$ cat src/rtl/tmr_pkg.sv
package tmr_pkg;
  // word addresses of the register window
  localparam logic [2:0] A_TIME   = 3'd0;
  localparam logic [2:0] A_DIV    = 3'd1;
  localparam logic [2:0] A_CTRL   = 3'd2;
  localparam logic [2:0] A_COUNT  = 3'd3;
  localparam logic [2:0] A_MASK   = 3'd4;
  localparam logic [2:0] A_MSTAT  = 3'd5;
  localparam logic [2:0] A_ACK    = 3'd6;
  localparam logic [2:0] A_RAW    = 3'd7;

  typedef enum logic [1:0] {
    OP_STOP = 2'b00,
    OP_LOAD = 2'b01,
    OP_RUN  = 2'b10,
    OP_KEEP = 2'b11
  } tmr_op_e;
endpackage

$ cat src/rtl/tmr_free_counter.sv
module tmr_free_counter #(
  parameter int W = 32
) (
  input  logic         clk,
  input  logic         rst,
  output logic [W-1:0] value
);
  always_ff @(posedge clk) begin
    if (rst) value <= '0;
    else     value <= value + W'(1);
  end
endmodule

$ cat src/rtl/tmr_prescaler.sv
module tmr_prescaler #(
  parameter int PRESC = 4
) (
  input  logic clk,
  input  logic rst,
  input  logic restart,
  input  logic slow_sel,
  output logic tick
);
  generate
    if (PRESC <= 1) begin : g_bypass
      assign tick = 1'b1;
    end else begin : g_div
      localparam int PW = $clog2(PRESC);
      localparam logic [PW-1:0] LAST = PW'(PRESC - 1);
      logic [PW-1:0] pcnt;
      logic          wrap;
      assign wrap = (pcnt == LAST);
      always_ff @(posedge clk) begin
        if (rst || restart) pcnt <= '0;
        else if (wrap)      pcnt <= '0;
        else                pcnt <= pcnt + PW'(1);
      end
      assign tick = slow_sel ? wrap : 1'b1;
    end
  endgenerate
endmodule

$ cat src/rtl/tmr_tick_core.sv
module tmr_tick_core #(
  parameter int W = 32
) (
  input  logic         clk,
  input  logic         rst,
  input  logic         load,
  input  logic         run_set,
  input  logic         stop,
  input  logic         tick,
  input  logic         ack,
  input  logic [W-1:0] div,
  output logic [W-1:0] count,
  output logic         running,
  output logic         raw
);
  logic step;
  logic expire;

  assign step   = running && tick;
  assign expire = step && (count <= W'(1));

  always_ff @(posedge clk) begin
    if (rst) begin
      count   <= '0;
      running <= 1'b0;
      raw     <= 1'b0;
    end else begin
      if (load)        count <= div;
      else if (expire) count <= div;
      else if (step)   count <= count - W'(1);

      if (load || stop) running <= 1'b0;
      else if (run_set) running <= 1'b1;

      // a fresh expiry wins over a same-cycle acknowledge
      if (expire)   raw <= 1'b1;
      else if (ack) raw <= 1'b0;
    end
  end
endmodule

$ cat src/rtl/tmr_regs.sv
module tmr_regs
  import tmr_pkg::*;
#(
  parameter int DW = 32,
  parameter int AW = 3
) (
  input  logic          clk,
  input  logic          rst,
  input  logic          bus_we,
  input  logic          bus_re,
  input  logic [AW-1:0] bus_addr,
  input  logic [DW-1:0] bus_wdata,
  input  logic [DW-1:0] time_val,
  input  logic [DW-1:0] count_val,
  input  logic          raw,
  output logic [DW-1:0] div_q,
  output logic          mask_q,
  output logic          slow_q,
  output logic          load_p,
  output logic          run_p,
  output logic          stop_p,
  output logic          ctrl_wr,
  output logic          ack_p,
  output logic [DW-1:0] rdata,
  output logic          irq
);
  localparam int PADW = DW - 1;
  localparam int CPAD = DW - 3;

  tmr_op_e op_in;
  logic [1:0] op_q;

  assign op_in   = tmr_op_e'(bus_wdata[1:0]);
  assign ctrl_wr = bus_we && (bus_addr == AW'(A_CTRL));
  assign load_p  = ctrl_wr && (op_in == OP_LOAD);
  assign run_p   = ctrl_wr && (op_in == OP_RUN);
  assign stop_p  = ctrl_wr && (op_in == OP_STOP);
  assign ack_p   = bus_we && (bus_addr == AW'(A_ACK)) && bus_wdata[0];

  always_ff @(posedge clk) begin
    if (rst) begin
      div_q  <= '0;
      mask_q <= 1'b0;
      slow_q <= 1'b0;
      op_q   <= 2'b00;
    end else if (bus_we) begin
      if (bus_addr == AW'(A_DIV))  div_q  <= bus_wdata;
      if (bus_addr == AW'(A_MASK)) mask_q <= bus_wdata[0];
      if (ctrl_wr) begin
        slow_q <= bus_wdata[2];
        op_q   <= bus_wdata[1:0];
      end
    end
  end

  logic [DW-1:0] rmux;
  always_comb begin
    rmux = '0;
    case (bus_addr)
      AW'(A_TIME):  rmux = time_val;
      AW'(A_DIV):   rmux = div_q;
      AW'(A_CTRL):  rmux = {{CPAD{1'b0}}, slow_q, op_q};
      AW'(A_COUNT): rmux = count_val;
      AW'(A_MASK):  rmux = {{PADW{1'b0}}, mask_q};
      AW'(A_MSTAT): rmux = {{PADW{1'b0}}, raw & mask_q};
      AW'(A_RAW):   rmux = {{PADW{1'b0}}, raw};
      default:      rmux = '0;
    endcase
  end

  always_ff @(posedge clk) begin
    if (rst) begin
      rdata <= '0;
      irq   <= 1'b0;
    end else begin
      if (bus_re) rdata <= rmux;
      irq <= raw & mask_q;
    end
  end
endmodule

$ cat src/rtl/tick_timer_unit.sv
module tick_timer_unit #(
  parameter int DW    = 32,
  parameter int AW    = 3,
  parameter int PRESC = 4
) (
  input  logic          clk,
  input  logic          rst,
  input  logic          bus_we,
  input  logic          bus_re,
  input  logic [AW-1:0] bus_addr,
  input  logic [DW-1:0] bus_wdata,
  output logic [DW-1:0] bus_rdata,
  output logic          irq
);
  logic [DW-1:0] time_w;
  logic [DW-1:0] count_w;
  logic [DW-1:0] div_w;
  logic          raw_w;
  logic          mask_w;
  logic          slow_w;
  logic          load_w;
  logic          run_w;
  logic          stop_w;
  logic          ctrl_w;
  logic          ack_w;
  logic          tick_w;
  logic          going_w;

  tmr_free_counter #(.W(DW)) u_time (
    .clk   (clk),
    .rst   (rst),
    .value (time_w)
  );

  tmr_prescaler #(.PRESC(PRESC)) u_presc (
    .clk      (clk),
    .rst      (rst),
    .restart  (ctrl_w),
    .slow_sel (slow_w),
    .tick     (tick_w)
  );

  tmr_tick_core #(.W(DW)) u_core (
    .clk     (clk),
    .rst     (rst),
    .load    (load_w),
    .run_set (run_w),
    .stop    (stop_w),
    .tick    (tick_w),
    .ack     (ack_w),
    .div     (div_w),
    .count   (count_w),
    .running (going_w),
    .raw     (raw_w)
  );

  tmr_regs #(.DW(DW), .AW(AW)) u_regs (
    .clk       (clk),
    .rst       (rst),
    .bus_we    (bus_we),
    .bus_re    (bus_re),
    .bus_addr  (bus_addr),
    .bus_wdata (bus_wdata),
    .time_val  (time_w),
    .count_val (count_w),
    .raw       (raw_w),
    .div_q     (div_w),
    .mask_q    (mask_w),
    .slow_q    (slow_w),
    .load_p    (load_w),
    .run_p     (run_w),
    .stop_p    (stop_w),
    .ctrl_wr   (ctrl_w),
    .ack_p     (ack_w),
    .rdata     (bus_rdata),
    .irq       (irq)
  );
endmodule

$ cat config.mk
export PLATFORM = sky130hd
export DESIGN_NAME = tick_timer_unit
export DESIGN_NICKNAME = d
export VERILOG_FILES = /design/src/rtl/tmr_pkg.sv /design/src/rtl/tmr_free_counter.sv /design/src/rtl/tmr_prescaler.sv /design/src/rtl/tmr_tick_core.sv /design/src/rtl/tmr_regs.sv /design/src/rtl/tick_timer_unit.sv
export SDC_FILE = /design/constraint.sdc
export NUM_CORES = 1
export LEC_CHECK = 0
export BUFFER_PORTS_ARGS = -buffer_cell sky130_fd_sc_hd__buf_2
export CAP_MARGIN = 40
export CORE_MARGIN = 10
export CORE_UTILIZATION = 55
export DETAILED_ROUTE_END_ITERATION = 16
export HOLD_SLACK_MARGIN = 0.05
export PLACE_DENSITY = 0.87
export SKIP_LAST_GASP = 1
export SLEW_MARGIN = 20
export SYNTH_ARGS = -nofsm -noshare
export SYNTH_HDL_FRONTEND = slang
export SYNTH_SLANG_ARGS = --single-unit
$ cat constraint.sdc
create_clock -name clk -period 3.5 [get_ports clk]
set_input_delay 0.7 -clock clk [delete_from_list [all_inputs] [get_ports clk]]
set_output_delay 0.7 -clock clk [all_outputs]
set_load 0.01 [all_outputs]
==> impl_metrics.json <==
{
  "area_delta_synth_final_pct": 15.2,
  "fin_skew_ns": 0.00836,
  "cts.sinks": 137,
  "worstMarginPinSlew_ns": 0.929,
  "drv_slew": 0,
  "row_count": 40,
  "gr-usage-all-layers_pct": 23.1,
  "io_pins": 72,
  "tns_ns": 0,
  "start_util_pct": 56.1,
  "post_cts_resized": 0,
  "synth_area_per_cell_um2": 7.88,
  "drt_pass1_iterations": 8,
  "power.density_mw_per_mm2": 505,
  "grt_max_degree": 47,
  "fin_util_pct": 64.6,
  "end_kind": "register",
  "synth_area_mm2": 0.00674,
  "async_reset_ff_share_pct": 0,
  "drc": 0,
  "coreArea_mm2": 0.0120,
  "timing.final.crit_period_ns": 2.90,
  "post-route-period-util_pct": 83.0,
  "htree_num_levels": 4,
  "status": "complete, no violations",
  "synth_cell_types": 59,
  "finalInstanceArea_mm2": 0.00776,
  "die_w_um": 131,
  "cts_made_buffers": 17,
  "vdd_drop_max_mv": 0.382,
  "cp.required_ns": 3.79,
  "cts_tree": "built",
  "cts_hold_repair.buffers": 0,
  "wl_um": 19200,
  "portBuffers": 71,
  "final_nets": 948,
  "synthTopCellsByArea": "dfxtp_1, nand2_1, a21oi_1",
  "final_antenna_net_count": 0,
  "p_leak_nw": 3.03,
  "viasPerCell": 6.07,
  "fillerInstances": 978,
  "synth_nets": 899,
  "hold_violations": 0,
  "grt_pass1_wl_um": 31500,
  "cts_buffer_depth": 2,
  "synth_top_area_cell": "dfxtp_1",
  "drt-wirelength-per-cell_um": 18.0,
  "synth-edff-count": 0,
  "overflow": 0,
  "maxCapViolCount": 0,
  "place.gp.congestion": 0.986,
  "synth_flop_cell": "dfxtp_1",
  "p_total_w": 0.00392,
  "synth_cells": 856,
  "die_area_mm2": 0.0171,
  "crit_type": "reg -> reg",
  "fp.dieH_um": 131,
  "ys_ff_latch": 137,
  "setup_viol": 0,
  "ys_seq_area_share_pct": 40.7,
  "drive_above_1_share_pct": 15.5,
  "hold_path_class": "reg -> reg",
  "max_freq_mhz": 344,
  "clockRootBuffer": "clkbuf_16",
  "rsz0062_at_grt": "false",
  "worstPathArrival_ns": 3.19,
  "drtIter0Drc": 893,
  "ys.warnings.count": 0,
  "vias": 6463,
  "antenna_found_initial": 0,
  "cp-start-kind": "register",
  "synth_top_area_share_pct": 40.7,
  "slew_headroom_pct": 38.1,
  "worstSkewPairLatency_ns": 0.42,
  "grt_pass1_vias": 6353,
  "path_clk_slew_ns": 0.06,
  "dp_hpwl_um": 13100,
  "path_max_fanout": 16,
  "diodes": 0,
  "placed_area_mm2": 0.00719,
  "cts_setup_buffers": 0
}
[sequential cells by signal, indices dropped and copies added (netlist names), 2 cells and up]
| register | flops |
|---|---|
| u_core.count | 32 |
| u_regs.div_q | 32 |
| u_regs.rdata | 32 |
| u_time.value | 32 |
| u_presc.g_div.pcnt | 2 |
| u_regs.op_q | 2 |
[path summary, 6_finish.rpt]
check | start | slack (ns) | endpoint | cells after the start
worst max-delay path | u_core.count[8]$_SDFFE_PP0P_ | 0.60 | u_core.count[3]$_SDFFE_PP0P_ | 7
worst min register to register | u_presc.g_div.pcnt[0]$_SDFF_PP0_ | 0.43 | u_presc.g_div.pcnt[0]$_SDFF_PP0_ | 1
worst max register to register | u_core.count[8]$_SDFFE_PP0P_ | 0.60 | u_core.count[3]$_SDFFE_PP0P_ | 7
worst min-delay path | u_presc.g_div.pcnt[0]$_SDFF_PP0_ | 0.43 | u_presc.g_div.pcnt[0]$_SDFF_PP0_ | 1
[cells by family after synthesis]
family | share of synthesized area (%)
flops | 40.7
xor+xnor | 3.77
simple gates | 27.4
fa+ha+maj | 0.742
mux | 6.18
buf+inv | 4.18
compound gates | 17.1
[per-stage QoR]
step	worst slack, ns	hold slack (ns)	instances
5_1_grt	0.519	0.461	1065
4_1_cts	0.645	0.433	1065
6_report	0.596	0.429	1065
3_5_place_dp	0.663	0.424	1033
3_3_place_gp	0.763	0.423	1033
2_1_floorplan	0.989	0.408	856
[routing by layer]
layer  up-vias  GRT usage (%)  wire length, um
li1       3105              -                -
met1      2987           29.0             8030
met2       315           35.4             8820
met3        56           6.69             1680
met4         0           11.5              630
met5         -              0                0
[layout by cell type, fill, tap and decap left out, drive strengths merged, types with 16 or more instances in the layout]
cell    instances
a21oi          90
buf            92
clkbuf         22
dfxtp         137
mux2i          36
nand2         138
nand3          19
nor2           94
nor2b          35
nor4           17
o21ai          49
xor2           16
[critical path: stages, from the launching register on]
cell and delay [ns]:
dfxtp_1 0.40, or4_1 0.68, nor4_1 0.44, and4_1 0.42
nor2_1 0.26, buf_4 0.27, a31oi_1 0.21, a21oi_1 0.09
[cells in the mapped netlist, types with 2 or more instances]
cell type / number
nor2b_1: 35
a311oi_1: 7
xnor2_1: 13
nand2_1: 138
o311ai_0: 3
a211oi_1: 4
inv_1: 7
a31oi_1: 7
xor2_1: 16
clkbuf_1: 52
o221ai_1: 4
o31ai_1: 2
o311a_1: 2
nor4_1: 17
a22oi_1: 9
nand3_1: 19
and4_1: 5
nand4_1: 11
mux2i_1: 36
o211ai_1: 3
buf_1: 4
or4_1: 10
or4_2: 3
mux4_2: 2
o41ai_1: 3
o2bb2ai_1: 2
and2_1: 4
or2_2: 6
nor3_1: 14
or3_1: 11
dfxtp_1: 137
nor2_1: 93
buf_2: 3
o21ai_0: 49
buf_6: 2
and3_1: 8
a21oi_1: 90
ha_1: 4
[cell type report]
class / instances / area (um2) / area share, %
Clock buffer: 22 / 484 / 6.24
Clock inverter: 10 / 91.3 / 1.18
Inverter: 7 / 26.3 / 0.338
Multi-Input combinational cell: 650 / 3720 / 47.9
Sequential cell: 137 / 2740 / 35.3
Tap cell: 147 / 184 / 2.37
Timing Repair Buffer: 92 / 515 / 6.64
[report_power, final]
part / internal (W) / total, W / switching (W)
sequential: 0.00160 / 0.00165 / 0.0000483
clock: 0.00105 / 0.00173 / 0.000675
combinational: 0.000214 / 0.000552 / 0.000338
total: 0.00286 / 0.00392 / 0.00106
(Power assumes the default switching activity.)
